--- src/rtl/adc_ctl_pkg.sv ---
package adc_ctl_pkg;
  typedef enum logic [2:0] {
    S_IDLE,
    S_ACQ,
    S_CONV,
    S_SHIFT,
    S_PDN,
    S_DOWN,
    S_WAKE
  } seq_st_t;
endpackage

--- src/rtl/adc_ctl_chancount.sv ---
module adc_ctl_chancount #(
  parameter int NCH   = 6,
  parameter int SEL_W = 3,
  parameter int CNT_W = 3
) (
  input  logic [SEL_W-1:0] sel,
  output logic [CNT_W-1:0] nch
);
  // saturating map from select code to number of active channels
  always_comb begin
    if (32'(sel) >= NCH - 1) nch = CNT_W'(NCH);
    else                     nch = CNT_W'(32'(sel) + 1);
  end
endmodule

--- src/rtl/adc_ctl_capture.sv ---
module adc_ctl_capture #(
  parameter int SLOT_W = 16,
  parameter int RES_W  = 14,
  parameter int LEAD   = 2,
  parameter int OUT_W  = 16,
  parameter int POS_W  = 4,
  parameter int CH_W   = 3,
  parameter int BIT_W  = 7
) (
  input  logic             clk,
  input  logic             rst_n,
  input  logic             samp,
  input  logic             sdo,
  input  logic [BIT_W-1:0] bit_idx,
  input  logic             keep,
  input  logic             bip,
  output logic             res_valid,
  output logic [CH_W-1:0]  res_chan,
  output logic [OUT_W-1:0] res_data
);
  localparam int EXT_W = OUT_W - RES_W;

  logic [SLOT_W-2:0] shreg;
  logic [SLOT_W-1:0] word;
  logic [RES_W-1:0]  field;
  logic              slot_end;
  logic              valid_n;
  logic [OUT_W-1:0]  data_n;

  assign word     = {shreg, sdo};
  assign field    = word[SLOT_W-1-LEAD -: RES_W];
  assign slot_end = samp && (bit_idx[POS_W-1:0] == {POS_W{1'b1}});

  always_comb begin
    valid_n = slot_end && keep;
    if (bip) data_n = {{EXT_W{field[RES_W-1]}}, field};
    else     data_n = {{EXT_W{1'b0}}, field};
  end

  always_ff @(posedge clk or negedge rst_n) begin
    if (!rst_n) begin
      shreg     <= '0;
      res_valid <= 1'b0;
      res_chan  <= '0;
      res_data  <= '0;
    end else begin
      res_valid <= valid_n;
      if (samp) shreg <= word[SLOT_W-2:0];
      if (slot_end) begin
        res_chan <= bit_idx[BIT_W-1:POS_W];
        res_data <= data_n;
      end
    end
  end
endmodule

--- src/rtl/adc_ctl_seq.sv ---
module adc_ctl_seq
  import adc_ctl_pkg::*;
#(
  parameter int NCH          = 6,
  parameter int SEL_W        = 3,
  parameter int CNT_W        = 3,
  parameter int POS_W        = 4,
  parameter int CH_W         = 3,
  parameter int BIT_W        = 7,
  parameter int ACQ_CYC      = 20,
  parameter int CONV_HI      = 2,
  parameter int NAP_PULSES   = 2,
  parameter int SLEEP_PULSES = 4
) (
  input  logic             clk,
  input  logic             rst_n,
  input  logic             start,
  input  logic [SEL_W-1:0] cfg_sel,
  input  logic             cfg_bip,
  input  logic             pd_req,
  input  logic             pd_deep,
  input  logic [CNT_W-1:0] nch,
  output logic             conv,
  output logic             sck,
  output logic             samp,
  output logic [BIT_W-1:0] bit_idx,
  output logic [SEL_W-1:0] sel,
  output logic             bip,
  output logic             keep,
  output logic             busy,
  output logic             dozing
);
  localparam int PD_MAX   = 2 * SLEEP_PULSES;
  localparam int W1       = (ACQ_CYC > PD_MAX) ? ACQ_CYC : PD_MAX;
  localparam int WAIT_MAX = (W1 > CONV_HI) ? W1 : CONV_HI;
  localparam int WAIT_W   = $clog2(WAIT_MAX + 1);

  seq_st_t          st, st_n;
  logic [WAIT_W-1:0] wcnt, wcnt_n;
  logic             sck_q, sck_n, conv_q, conv_n, ph, ph_n;
  logic [SEL_W-1:0] sel_q, sel_n;
  logic             bip_q, bip_n, prev_ok, ok_n, keep_q, keep_n;
  logic [BIT_W-1:0] bcnt, bcnt_n;
  logic             last_bit;

  assign last_bit = (bcnt[POS_W-1:0] == {POS_W{1'b1}}) &&
                    (bcnt[BIT_W-1:POS_W] == CH_W'(nch - 1'b1));

  always_comb begin
    st_n   = st;     wcnt_n = wcnt;   sck_n  = sck_q;  conv_n = conv_q;
    sel_n  = sel_q;  bip_n  = bip_q;  bcnt_n = bcnt;   ph_n   = ph;
    ok_n   = prev_ok; keep_n = keep_q;
    case (st)
      S_IDLE: begin
        if (start) begin
          sel_n  = cfg_sel;
          bip_n  = cfg_bip;
          keep_n = prev_ok && (cfg_sel == sel_q) && (cfg_bip == bip_q);
          st_n   = S_ACQ;
          wcnt_n = (cfg_bip != bip_q) ? WAIT_W'(ACQ_CYC - 1) : '0;
        end else if (pd_req) begin
          st_n   = S_PDN;
          conv_n = 1'b1;
          ok_n   = 1'b0;
          wcnt_n = pd_deep ? WAIT_W'(2 * SLEEP_PULSES - 1) : WAIT_W'(2 * NAP_PULSES - 1);
        end
      end
      S_ACQ: begin
        if (wcnt == '0) begin
          st_n   = S_CONV;
          conv_n = 1'b1;
          wcnt_n = WAIT_W'(CONV_HI - 1);
        end else wcnt_n = wcnt - 1'b1;
      end
      S_CONV: begin
        if (wcnt == '0) begin
          st_n   = S_SHIFT;
          conv_n = 1'b0;
          bcnt_n = '0;
          ph_n   = 1'b0;
        end else wcnt_n = wcnt - 1'b1;
      end
      S_SHIFT: begin
        if (!ph) begin
          sck_n = 1'b1;
          ph_n  = 1'b1;
        end else begin
          sck_n  = 1'b0;
          ph_n   = 1'b0;
          bcnt_n = bcnt + 1'b1;
          if (last_bit) begin
            st_n = S_IDLE;
            ok_n = 1'b1;
          end
        end
      end
      S_PDN: begin
        if (wcnt == '0) begin
          st_n   = S_DOWN;
          conv_n = 1'b0;
        end else begin
          wcnt_n = wcnt - 1'b1;
          conv_n = ~conv_q;
        end
      end
      S_DOWN: begin
        if (start) begin
          sel_n  = cfg_sel;
          bip_n  = cfg_bip;
          keep_n = 1'b0;
          sck_n  = 1'b1;
          st_n   = S_WAKE;
        end
      end
      S_WAKE: begin
        if (sck_q) sck_n = 1'b0;
        else begin
          st_n   = S_ACQ;
          wcnt_n = WAIT_W'(ACQ_CYC - 1);
        end
      end
      default: st_n = S_IDLE;
    endcase
  end

  always_ff @(posedge clk or negedge rst_n) begin
    if (!rst_n) begin
      st      <= S_IDLE;
      wcnt    <= '0;
      sck_q   <= 1'b0;
      conv_q  <= 1'b0;
      sel_q   <= '0;
      bip_q   <= 1'b0;
      bcnt    <= '0;
      ph      <= 1'b0;
      prev_ok <= 1'b0;
      keep_q  <= 1'b0;
    end else begin
      st      <= st_n;
      wcnt    <= wcnt_n;
      sck_q   <= sck_n;
      conv_q  <= conv_n;
      sel_q   <= sel_n;
      bip_q   <= bip_n;
      bcnt    <= bcnt_n;
      ph      <= ph_n;
      prev_ok <= ok_n;
      keep_q  <= keep_n;
    end
  end

  assign conv    = conv_q;
  assign sck     = sck_q;
  assign samp    = (st == S_SHIFT) && ph;
  assign bit_idx = bcnt;
  assign sel     = sel_q;
  assign bip     = bip_q;
  assign keep    = keep_q;
  assign busy    = (st != S_IDLE) && (st != S_DOWN);
  assign dozing  = (st == S_DOWN);
endmodule

--- src/rtl/adc_ctl.sv ---
module adc_ctl #(
  parameter int NCH          = 6,
  parameter int SEL_W        = 3,
  parameter int SLOT_W       = 16,
  parameter int RES_W        = 14,
  parameter int LEAD         = 2,
  parameter int OUT_W        = 16,
  parameter int ACQ_CYC      = 20,
  parameter int CONV_HI      = 2,
  parameter int NAP_PULSES   = 2,
  parameter int SLEEP_PULSES = 4,
  localparam int CH_W        = $clog2(NCH)
) (
  input  logic             clk,
  input  logic             rst_n,
  input  logic             start,
  input  logic [SEL_W-1:0] cfg_sel,
  input  logic             cfg_bip,
  input  logic             pd_req,
  input  logic             pd_deep,
  output logic             busy,
  output logic             dozing,
  output logic             res_valid,
  output logic [CH_W-1:0]  res_chan,
  output logic [OUT_W-1:0] res_data,
  output logic             adc_conv,
  output logic             adc_sck,
  output logic [SEL_W-1:0] adc_sel,
  output logic             adc_bip,
  input  logic             adc_sdo
);
  localparam int CNT_W = $clog2(NCH + 1);
  localparam int POS_W = $clog2(SLOT_W);
  localparam int BIT_W = POS_W + CH_W;

  logic [1:0]       rsync;
  logic             rst_core_n;
  logic [CNT_W-1:0] nch;
  logic             samp, keep;
  logic [BIT_W-1:0] bit_idx;

  always_ff @(posedge clk or negedge rst_n) begin
    if (!rst_n) rsync <= 2'b00;
    else        rsync <= {rsync[0], 1'b1};
  end
  assign rst_core_n = rsync[1];

  adc_ctl_chancount #(.NCH(NCH), .SEL_W(SEL_W), .CNT_W(CNT_W)) u_count (
    .sel (adc_sel),
    .nch (nch)
  );

  adc_ctl_seq #(
    .NCH(NCH), .SEL_W(SEL_W), .CNT_W(CNT_W), .POS_W(POS_W), .CH_W(CH_W),
    .BIT_W(BIT_W), .ACQ_CYC(ACQ_CYC), .CONV_HI(CONV_HI),
    .NAP_PULSES(NAP_PULSES), .SLEEP_PULSES(SLEEP_PULSES)
  ) u_seq (
    .clk     (clk),
    .rst_n   (rst_core_n),
    .start   (start),
    .cfg_sel (cfg_sel),
    .cfg_bip (cfg_bip),
    .pd_req  (pd_req),
    .pd_deep (pd_deep),
    .nch     (nch),
    .conv    (adc_conv),
    .sck     (adc_sck),
    .samp    (samp),
    .bit_idx (bit_idx),
    .sel     (adc_sel),
    .bip     (adc_bip),
    .keep    (keep),
    .busy    (busy),
    .dozing  (dozing)
  );

  adc_ctl_capture #(
    .SLOT_W(SLOT_W), .RES_W(RES_W), .LEAD(LEAD), .OUT_W(OUT_W),
    .POS_W(POS_W), .CH_W(CH_W), .BIT_W(BIT_W)
  ) u_cap (
    .clk       (clk),
    .rst_n     (rst_core_n),
    .samp      (samp),
    .sdo       (adc_sdo),
    .bit_idx   (bit_idx),
    .keep      (keep),
    .bip       (adc_bip),
    .res_valid (res_valid),
    .res_chan  (res_chan),
    .res_data  (res_data)
  );
endmodule

--- config.mk ---
export PLATFORM = sky130hd
export DESIGN_NAME = adc_ctl
export DESIGN_NICKNAME = d
export VERILOG_FILES = /design/src/rtl/adc_ctl_pkg.sv /design/src/rtl/adc_ctl_chancount.sv /design/src/rtl/adc_ctl_capture.sv /design/src/rtl/adc_ctl_seq.sv /design/src/rtl/adc_ctl.sv
export SDC_FILE = /design/constraint.sdc
export NUM_CORES = 1
export LEC_CHECK = 0
export ABC_CLOCK_PERIOD_IN_PS = 2580
export CAP_MARGIN = 15
export CORE_MARGIN = 2
export CORE_UTILIZATION = 55
export CTS_CLUSTER_DIAMETER = 100
export DETAILED_ROUTE_END_ITERATION = 6
export GPL_TIMING_DRIVEN = 0
export MAX_ROUTING_LAYER = met4
export PLACE_DENSITY = 0.87
export SLEW_MARGIN = 20
export SYNTH_ARGS = -nofsm -noshare
export SYNTH_HDL_FRONTEND = slang
export SYNTH_HIERARCHICAL = 1
export SYNTH_SLANG_ARGS = --single-unit
--- constraint.sdc ---
create_clock -name clk -period 2.58 [get_ports clk]
set_clock_uncertainty 0.05 [all_clocks]
set_input_delay 0.387 -clock clk [delete_from_list [all_inputs] [get_ports clk]]
set_output_delay 0.387 -clock clk [all_outputs]
set_load 0.01 [all_outputs]
### Yosys cells after proc, flatten, opt, wreduce, memory -nomap -nowiden

Index checks and enable logic that the tools add are counted.

* bits in registers: 59
* latch bits: 0
* bits in writable memories: 0
* ROM bits: 0
* input port bits: 10
* output and inout port bits: 28
* word-level logic and storage cells: 113
* memories kept: 0

* add/subtract/negate cells: 4
* multipliers: 0
* divide/modulo/power cells: 0
* $lt $le $gt $ge: 1
* eq/ne operators: 24
* shift operators: 0
* multiplexer cells: 41
* bitwise logic cells: 1
* reduce and logical (&&, ||, !) cells: 27

Operators with widths (number)
* $mux 3: 11
* $mux 5: 6
* $pmux 3 s7: 1
* $pmux 5 s4: 1
* $mux 16: 1
* $mux 7: 2
* $pmux 7 s2: 1
* $mux 1: 13
* $ne 2x2->1 const B: 6
* $ne 2x1->1 const B: 5
* $reduce_and 5->1: 2
* $eq 3x3->1 const B: 3
* $reduce_and 8->1: 1
* $reduce_bool 4->1: 2
* $add 7x1->7 const B: 1
* $logic_and 1x1->1: 7
* $eq 3x2->1 const B: 2
* $eq 3x3->1: 2
* $ne 3x3->1 const B: 2
* $pmux 1 s2: 3
* $reduce_and 2->1: 3
* $reduce_and 3->1: 2
* $reduce_bool 2->1: 3
* $reduce_bool 3->1: 2
* 15 further kinds: 16

### Logic depth before layout (Yosys ltp)

Gate-level depths: netlist of the first run.

* depth after elaboration: 8
* gate-level depth with buffers: 10
* mapped depth without buffers: 10

### Modules after synthesis

The synthesis of the first run kept the hierarchy.

By module, submodules not included
* adc_ctl_seq: times used 1, cells an instance 188, area each 1661.6 µm², sequential area each 600.6 µm²
* adc_ctl_capture: times used 1, cells an instance 72, area each 1241.2 µm², sequential area each 800.8 µm²
* adc_ctl_chancount: times used 1, cells an instance 11, area each 73.8 µm², sequential area each 0.0 µm²
* adc_ctl: times used 1, cells an instance 3, area each 53.8 µm², sequential area each 50.0 µm²

### Worst setup path before layout of the first run

Ideal clock, no wire load.

* kind: reg2reg
* from: register u_seq.wcnt[0]
* to: register u_seq.wcnt[2]
* library setup time: 138 ps
* data arrival time: 2073 ps
* data required time: 2392 ps
* setup slack: 319 ps
* stages on the path, launching flop included: 8
* buffers on the path: 1
* path through: dfrtp_1 > inv_1 > ha_1 > or4b_4 > buf_6 > a311o_1 > a2111oi_2 > o22ai_1

* word-level cells in the longest chain between the ends: 3
* elaborated cells on any way between the ends: 7
* those cells by class: 1 x add/sub; 1 x eq/ne; 3 x mux; 2 x reduce/logical

Ends and longest elaborated chain
* start, declared: line adc_ctl_seq.sv:39 `logic [WAIT_W-1:0] wcnt, wcnt_n;`
* start signal, assigned: line adc_ctl_seq.sv:140 `wcnt <= wcnt_n;`
* $sub 5x1->5 / $logic_not 5->1 (equally long branches)
* $mux 5 (tied with other cells): line adc_ctl_seq.sv:76, adc_ctl_seq.sv:98
* $pmux 5 s4 / $reduce_and 4->1 (equally long branches)

Parallel ways exist; a longest one is shown, timed or not. The select of a mux whose other input is x is not followed.
A chain may end at the register's enable or synchronous reset.

### Worst setup path after layout of the first run

* from: register u_seq.st[2]
* to: output port dozing

* word-level cells in the longest chain between the ends: 1

Ends and longest elaborated chain
* start, declared: line adc_ctl_seq.sv:38 `seq_st_t st, st_n;`
* start signal, assigned: line adc_ctl_seq.sv:139 `st <= st_n;`
* $eq 3x3->1: line adc_ctl_seq.sv:160 `assign dozing = (st == S_DOWN);`
* end, declared: line adc_ctl.sv:22 `output logic dozing,`

Every way passes these cells.

==> results of run 1 <==
==> synthesized netlist by cell type (all sizes together) (2+ instances only) <==
cell,number
clkbuf,10
a2111oi,3
nand2b,2
xor2,5
o32a,2
nor2,11
o31ai,6
mux2i,6
nor2b,2
or2,2
nand4,2
nor3b,3
and3,6
a211oi,2
mux2,35
inv,16
a21oi,14
dfrtp,58
ha,5
a31oi,4
nor3,4
o21ai,14
nor4,3
or4,2
a21o,3
or3,2
xnor2,4
buf,4
nand2,17
nand3,5
o211ai,3
o22ai,3
==> what timing repair did <==
action	CTS	global route
resized for setup	5	5
buffers inserted	0	0
endpoints found under the setup margin	10	11
==> metal layers <==
layer	part of all wire	GRT usage
met5	0	-
met3	0.050	0.0345
met2	0.50	0.386
met4	0.015	0.125
met1	0.44	0.289
==> metrics by stage <==
step                      area, µm²  hold slack [ns]  cells  setup slack [ns]  setup TNS (ns)
after floorplan                3030           0.0414    274             0.319               0
final                          3750            0.157    398             0.100               0
after global placement         3490            0.291    383            -0.103          -0.394
after CTS                      3730            0.148    398            0.0406               0
after global routing           3750            0.142    398            0.0221               0
after detailed placement       3500            0.291    383           -0.0454          -0.148
==> path summary, 6_finish.rpt <==
kind,end,slack [ns],cells past startpoint
max,dozing,0.10,4
min,rsync[1],0.16,1
max reg2reg,u_seq/wcnt[2],0.11,7
min reg2reg,rsync[1],0.31,0
max in group asynchronous,u_seq/st[2],1.62,0
min in group clk,rsync[1],0.31,0
==> worst max-delay path: cells and delay by family, from the launching register on <==
kind,cells,cell delay (ns)
flops,1,0.47
buf+inv,3,0.98
simple gates,1,0.26
==> where the power goes <==
group          total [µW]  internal, µW  switching, µW
clock network         951           571            380
logic                1550           854            700
registers            1540          1230            306
total                4040          2650           1390
==> kinds of logic after synthesis <==
family,count (synthesis),synth area share
and+or+nand+nor,66,0.123
AOI/OAI and AO/OA,63,0.140
DFF,58,0.479
muxes,41,0.160
buffers and inverters,30,0.0438
xor gates and xnor gates,10,0.0334
adders and majority gates,5,0.0206
other,1,0.00124
==> cell type report <==
| class | count | area, µm² | area share |
|---|---|---|---|
| Tap cell | 72 | 90.1 | 0.0240 |
| Clock buffer | 10 | 138 | 0.0367 |
| Clock inverter | 6 | 90.1 | 0.0240 |
| Multi-Input combinational cell | 186 | 1470 | 0.393 |
| Sequential cell | 58 | 1460 | 0.388 |
| Timing Repair Buffer | 37 | 370 | 0.0988 |
| Buffer | 13 | 72.6 | 0.0194 |
| Inverter | 16 | 60.1 | 0.0160 |
==> sequential cells by signal, indices dropped and copies added (netlist names) <==
| register | cells |
|---|---|
| rsync | 2 |
| u_cap/res_chan | 3 |
| u_cap/res_data | 15 |
| u_cap/res_valid | 1 |
| u_cap/shreg | 13 |
| u_seq/bip | 1 |
| u_seq/bit_idx | 7 |
| u_seq/conv | 1 |
| u_seq/keep | 1 |
| u_seq/ph | 1 |
| u_seq/prev_ok | 1 |
| u_seq/sck | 1 |
| u_seq/sel | 3 |
| u_seq/st | 3 |
| u_seq/wcnt | 5 |
==> impl_metrics.py, run 1 <==
metrics = {
    "power": {
        "pwr_density_cell_mw_per_mm2": 1080,
        "leakage_uw": 0.00166,
        "p_total_uw": 4040,
        "vdd_ir_drop_max_mv": 0.483,
    },
    "logic_synthesis": {
        "ys.flop_type": "dfrtp_1",
        "ys_top_cells_by_area": "dfrtp_1, mux2_2, mux2_4",
        "yosys.area.top_type": "dfrtp_1",
        "syn_area_mm2": 0.00303,
        "yosysSeqAreaShare": 0.479,
        "synth_top_area_share": 0.479,
        "ys_types": 58,
        "synth_nets": 289,
        "postSynthAreaPerCell_um2": 11.1,
        "synth_seq_cells": 58,
        "ys_async_sr_fraction": 1.00,
        "synth_cells": 274,
        "synth-edff-count": 0,
        "ys.warnings.count": 6,
    },
    "layout": {
        "n_fill_cell": 391,
        "final_cell_mix": "dfrtp_1, clkdlybuf4s50_1, mux2_2",
        "area_growth_pct": 23.7,
        "mostFrequentLayoutCell": "dfrtp_1",
        "drive_gt1_frac": 0.224,
        "diodes": 0,
        "postLayoutCoreUtil": 0.694,
        "num-nets-final": 336,
    },
    "critical_path": {
        "path_cells": "clkbuf_2, inv_1, nor3_4, clkdlybuf4s50_1",
        "crit_slowest_cell": "clkdlybuf4s50_1",
        "cp_data_arrival_time_ns": 2.04,
        "path_max_fanout": 11,
        "r2r-start": "u_seq/wcnt[0]",
        "cp.required_ns": 2.14,
        "cp-start-kind": "flip-flop",
        "crit_start": "u_seq/st[2]",
        "cpPeakStageDelay_ns": 0.57,
        "crit_type": "reg2out",
        "end_kind": "output port",
    },
    "cts": {
        "root_buffer": "clkbuf_8",
        "clk_pin_slew_ns": 0.07,
        "cts_htree_levels": 3,
        "cts_buffers": 9,
        "postCtsHoldBufs": 0,
        "clockBufferDepth": 2,
        "cts_sinks": 58,
        "insertion_delay_ns": 0.34,
        "cts_tree": "built",
    },
    "die": {
        "dieArea_mm2": 0.00612,
        "io_pins": 38,
        "chipHeight_um": 78.2,
        "die_x_um": 78.2,
        "core.rowCount": 27,
        "start_util": 0.561,
        "core_mm2": 0.00541,
    },
    "timing": {
        "hold_viol": 0,
        "post-route-period-util": 0.961,
        "clock.fmax_ghz": 0.403,
        "relSlewSlack": 0.255,
        "fin_crit_ns": 2.48,
        "setup-violations-final": 0,
        "maxSlewViolCount": 0,
        "tightestPinTransition_ns": 1.11,
        "rsz0062_at_grt": "false",
    },
    "flow_run": {
        "max_cap_viol_count": 0,
    },
    "global_routing": {
        "antenna_found_initial": 0,
        "grt_pass1_vias": 2349,
        "grt_util_all_layers": 0.237,
        "grt_max_degree": 57,
        "grt_pass1_wl_um": 11000,
        "overflow": 0,
    },
    "placement": {
        "gp_congestion": 0.921,
        "dp_hpwl_um": 4510,
        "port_buffers": 37,
    },
    "detailed_routing": {
        "routed-via-count": 2365,
        "first_pass_iters": 4,
        "drt_iter0_drc": 90,
        "final_antenna_net_count": 0,
        "routedWlPerCell_um": 16.4,
        "drc_errors": 0,
        "drt-total-wl_um": 6520,
        "viasPerCell": 5.94,
    },
    "run_status": {
        "status": "finished clean",
    },
    "hold_path": {
        "hp-class": "in2async",
    },
}
Power figures use the tool's default switching activity.
==> inputs of run 2 (changes only) <==
--- a/config.mk
+++ b/config.mk
@@ -13,7 +13,7 @@
 export DETAILED_ROUTE_END_ITERATION = 6
 export GPL_TIMING_DRIVEN = 0
 export MAX_ROUTING_LAYER = met4
-export PLACE_DENSITY = 0.87
+export PLACE_DENSITY = 0.89
 export SLEW_MARGIN = 20
 export SYNTH_ARGS = -nofsm -noshare
 export SYNTH_HDL_FRONTEND = slang
==> run 2 against run 1 <==
Maximum frequency down 1.8%; die area unchanged; power fell by 0.56%; critical path depth increased by 3; cell count is 0.25% lower; routed wire length is the same; largest power group unchanged; critical path type is now reg2reg; highest routed layer unchanged; clock-buffer cell count rose by 2.
==> impl_metrics.py, run 2 (synthesis results as in run 1) <==
metrics = {
    "placement": {
        "port_buffers": 37,
        "place_ws_ns": -0.0341,
        "post_dp_cell_area_mm2": 0.00349,
        "dp_hpwl_um": 4360,
        "gp_congestion": 0.944,
    },
    "timing": {
        "setup-violations-final": 0,
        "fin_crit_ns": 2.53,
        "maxSlewViolCount": 0,
        "clock.fmax_ghz": 0.396,
        "post-route-period-util": 0.979,
        "tightestPinTransition_ns": 0.721,
        "relSlewSlack": 0.514,
        "whs_ns": 0.168,
        "finalWorstSetupSlack_ns": 0.0545,
        "hold_viol": 0,
    },
    "flow_run": {
        "max_cap_viol_count": 0,
    },
    "global_routing": {
        "grt_util_all_layers": 0.235,
        "grt_pass1_wl_um": 10900,
        "overflow": 0,
        "antenna_found_initial": 0,
        "grt_max_degree": 57,
        "grt_pass1_vias": 2321,
    },
    "detailed_routing": {
        "routedWlPerCell_um": 16.4,
        "first_pass_iters": 4,
        "drt_iter0_drc": 109,
        "final_antenna_net_count": 0,
        "routed-via-count": 2322,
        "drc_errors": 0,
        "viasPerCell": 5.85,
        "drt-total-wl_um": 6520,
    },
    "layout": {
        "largest_reg_flops": 15,
        "num-nets-final": 336,
        "final_area_mm2": 0.00374,
        "drive_gt1_frac": 0.215,
        "diodes": 0,
        "postLayoutCoreUtil": 0.691,
        "largest_register": "u_cap/res_data",
        "final_cell_mix": "dfrtp_1, clkdlybuf4s50_1, mux2_2",
        "mostFrequentLayoutCell": "dfrtp_1",
        "area_growth_pct": 23.3,
    },
    "die": {
        "core.rowCount": 27,
        "chipHeight_um": 78.2,
        "dieArea_mm2": 0.00612,
        "io_pins": 38,
        "start_util": 0.561,
        "die_x_um": 78.2,
        "core_mm2": 0.00541,
    },
    "critical_path": {
        "path_cells": "inv_1, ha_1, or4b_4, buf_6, a311o_1, a2111oi_2, o22ai_1",
        "end_kind": "flip-flop",
        "crit_type": "reg2reg",
        "crit_slowest_cell": "or4b_4",
        "cp_data_arrival_time_ns": 2.67,
        "path_max_fanout": 10,
        "cpPeakStageDelay_ns": 0.47,
        "cp-start-kind": "flip-flop",
        "cp.required_ns": 2.72,
    },
    "cts": {
        "postCtsSetupBuffers": 0,
        "clockBufferDepth": 2,
        "clk_pin_slew_ns": 0.07,
        "insertion_delay_ns": 0.33,
        "cts_tree": "built",
        "cts_htree_levels": 3,
        "postCtsHoldBufs": 0,
        "cts_sinks": 58,
        "cts_buffers": 9,
        "root_buffer": "clkbuf_8",
    },
    "power": {
        "pwr_density_cell_mw_per_mm2": 1080,
        "leakage_uw": 0.00165,
        "vdd_ir_drop_max_mv": 0.485,
    },
    "hold_path": {
        "hp-class": "in2async",
    },
    "run_status": {
        "status": "finished clean",
    },
}
-- run 2: cell type report --
class / instances / area (µm²)
repair buffers: 37 / 370
multi-input cells: 186 / 1480
flip-flops and latches: 58 / 1460
well taps: 72 / 90.1
inverters: 16 / 60.1
plain buffers: 13 / 71.3
fillers: 391 / 1670
clock inverters: 3 / 65.1
clock buffers: 12 / 145
-- run 2: final timing paths --
check                                   start  slack, ns  depth (start not counted)            end
worst max-delay path            u_seq/wcnt[0]       0.05                          7  u_seq/wcnt[2]
worst min-delay path                    rst_n       0.17                          1       rsync[1]
worst max register to register  u_seq/wcnt[0]       0.05                          7  u_seq/wcnt[2]
worst min register to register       rsync[0]       0.31                          0       rsync[1]
max in group asynchronous            rsync[1]       1.62                          0    u_seq/st[2]
min in group clk                     rsync[0]       0.31                          0       rsync[1]
-- run 2: stage by stage --
| stage | instances | total power (µW) | TNS [ns] |
|---|---|---|---|
| finish | 397 | 4020 | 0 |
| global route | 397 | 4270 | -0.00440 |
| CTS | 397 | 4000 | 0 |
| detailed placement | 383 | 3070 | -0.190 |
| global placement | 383 | 2990 | -0.0904 |
| floorplan | 274 | 2530 | 0 |
-- run 2: per-layer routing --
layer,vias up,GRT usage,wire length [µm]
met2,89,0.369,3150
met5,-,-,0
met3,15,0.0540,344
met4,0,0.107,121
li1,1095,-,-
met1,1123,0.291,2910
-- run 2: report_power, final --
group | leakage, µW | internal (µW) | switching (µW)
sequential | 0.000721 | 1230 | 308
combinational | 0.000821 | 854 | 716
clock | 0.000106 | 564 | 344
total | 0.00165 | 2650 | 1370
-- run 2: critical path: cells and delay by family (launching register included) --
kind | cells | cell delay, ns
AO/OA/AOI/OAI | 3 | 1.00
adder cells (fa/ha/maj) | 1 | 0.20
buffers and inverters | 2 | 0.27
flip-flops | 1 | 0.40
AND/OR/NAND/NOR | 1 | 0.47
-- run 2: what timing repair did --
item,CTS,global route
gates cloned,0,0
endpoints found under the hold margin,0,0
endpoints found under the setup margin,10,21
pin swaps,0,1
resized for setup,4,6
==> inputs of run 3 (changes only) <==
--- a/config.mk
+++ b/config.mk
@@ -14,7 +14,6 @@
 export GPL_TIMING_DRIVEN = 0
 export MAX_ROUTING_LAYER = met4
 export PLACE_DENSITY = 0.89
-export SLEW_MARGIN = 20
 export SYNTH_ARGS = -nofsm -noshare
 export SYNTH_HDL_FRONTEND = slang
 export SYNTH_HIERARCHICAL = 1
==> run 3 against run 2 <==
Clock power is 2% higher; flip-flop and latch count stayed put; combinational power about the same; maximum frequency grew 2.0%; register-to-register slack improved by 0.06 ns; critical path type is now reg2out; critical endpoint is now dozing; largest cell class unchanged; largest power group unchanged.
==> impl_metrics.py, run 3 (synthesis results as in run 1) <==
metrics = {
    "die": {
        "chipHeight_um": 78.2,
        "dieArea_mm2": 0.00612,
        "io_pins": 38,
        "core.rowCount": 27,
        "core_mm2": 0.00541,
        "start_util": 0.561,
        "die_x_um": 78.2,
    },
    "timing": {
        "post-route-period-util": 0.960,
        "fin_crit_ns": 2.48,
        "finalWorstSetupSlack_ns": 0.104,
        "tightestPinTransition_ns": 0.723,
        "clock.fmax_ghz": 0.404,
        "maxSlewViolCount": 0,
        "whs_ns": 0.148,
        "hold_viol": 0,
        "relSlewSlack": 0.513,
        "setup-violations-final": 0,
    },
    "power": {
        "clkPwrFrac": 0.231,
        "pwr_density_cell_mw_per_mm2": 1070,
        "vdd_ir_drop_max_mv": 0.491,
        "leakage_uw": 0.00167,
        "p_seq_frac": 0.379,
        "p_comb_frac": 0.390,
        "p_int_uw": 2650,
        "power.switching_uw": 1360,
        "switching_share": 0.338,
    },
    "detailed_routing": {
        "routedWlPerCell_um": 15.9,
        "drc_errors": 0,
        "drt-total-wl_um": 6350,
        "final_antenna_net_count": 0,
        "viasPerCell": 5.77,
        "first_pass_iters": 4,
        "routed-via-count": 2309,
        "drt_iter0_drc": 129,
    },
    "critical_path": {
        "cp_common_cell": "clkbuf_2",
        "path_max_fanout": 10,
        "end_kind": "output port",
        "cp-start-kind": "flip-flop",
        "crit_slowest_cell": "clkdlybuf4s50_1",
        "cpPeakStageDelay_ns": 0.58,
        "cp.required_ns": 2.14,
        "path_cells": "clkbuf_2, clkbuf_2, nor3_4, clkdlybuf4s50_1",
        "reg2reg_slack_ns": 0.11,
        "crit_type": "reg2out",
        "cp_data_arrival_time_ns": 2.04,
    },
    "global_routing": {
        "antenna_found_initial": 0,
        "grt_util_all_layers": 0.231,
        "grt_max_degree": 40,
        "overflow": 0,
        "grt_pass1_vias": 2274,
        "grt_pass1_wl_um": 10700,
    },
    "layout": {
        "mostFrequentLayoutCell": "dfrtp_1",
        "final_cell_mix": "dfrtp_1, clkdlybuf4s50_1, mux2_2",
        "drive_gt1_frac": 0.216,
        "num-nets-final": 338,
        "largest_reg_flops": 15,
        "postLayoutCoreUtil": 0.696,
        "n_fill_cell": 396,
        "area_growth_pct": 24.1,
        "diodes": 0,
        "largest_register": "u_cap/res_data",
    },
    "cts": {
        "cts_htree_levels": 3,
        "cts_tree": "built",
        "insertion_delay_ns": 0.34,
        "cts-resized-gates": 4,
        "root_buffer": "clkbuf_8",
        "clk_pin_slew_ns": 0.07,
        "cts_sinks": 58,
        "postCtsSetupBuffers": 0,
        "clockBufferDepth": 2,
        "postCtsHoldBufs": 0,
        "cts_buffers": 9,
    },
    "run_status": {
        "status": "finished clean",
    },
    "placement": {
        "gp_congestion": 0.944,
        "port_buffers": 37,
        "place_ws_ns": -0.0459,
        "dp_hpwl_um": 4390,
    },
    "hold_path": {
        "hp-class": "reg2async",
    },
    "flow_run": {
        "max_cap_viol_count": 0,
    },
}
run 3: per-layer routing:
layer / part of all wire / global-route usage / vias up
met4: 0.015 / 0.125 / 0
met5: 0 / - / -
met2: 0.49 / 0.361 / 75
li1: - / - / 1097
met1: 0.44 / 0.290 / 1128
met3: 0.056 / 0.0402 / 9
run 3: critical path: cells and delay by family, from the launching register on:
family	cells	cell delay [ns]
buf+inv	3	1.03
flops	1	0.42
simple gates	1	0.26
run 3: worst paths after layout:
kind / start / to / depth (start not counted)
worst max register to register: u_seq/wcnt[0] / u_seq/wcnt[2] / 7
worst min-delay path: rsync[1] / u_cap/res_data[2] / 0
max in group asynchronous: rsync[1] / u_seq/st[2] / 1
min in group clk: rsync[0] / rsync[1] / 0
worst min register to register: rsync[1] / u_cap/res_data[2] / 0
worst max-delay path: u_seq/st[1] / dozing / 4
run 3: through the flow:
step | TNS (ns) | instance area, µm² | power, µW | instances
3_3_place_gp | -0.0904 | 3490 | 2990 | 383
6_report | 0 | 3760 | 4010 | 400
3_5_place_dp | -0.0459 | 3510 | 3070 | 384
5_1_grt | -0.00598 | 3760 | 4270 | 400
4_1_cts | 0 | 3740 | 4010 | 399
2_1_floorplan | 0 | 3030 | 2530 | 274
run 3: layout make-up:
type,count,area (µm²),area share
plain buffers,13,75.1,0.0200
clock buffers,12,145,0.0386
clock inverters,4,75.1,0.0200
inverters,16,60.1,0.0160
multi-input cells,186,1470,0.390
flip-flops and latches,58,1450,0.387
well taps,72,90.1,0.0240
repair buffers,39,395,0.105
run 3: power groups by stage:
| stage | logic, µW | registers (µW) | clock network [µW] |
|---|---|---|---|
| floorplan | 1010 | 1520 | 0 |
| global placement | 1470 | 1520 | 0 |
| detailed placement | 1540 | 1540 | 0 |
| CTS | 1550 | 1520 | 944 |
| global route | 1700 | 1580 | 994 |
| finish | 1560 | 1520 | 927 |
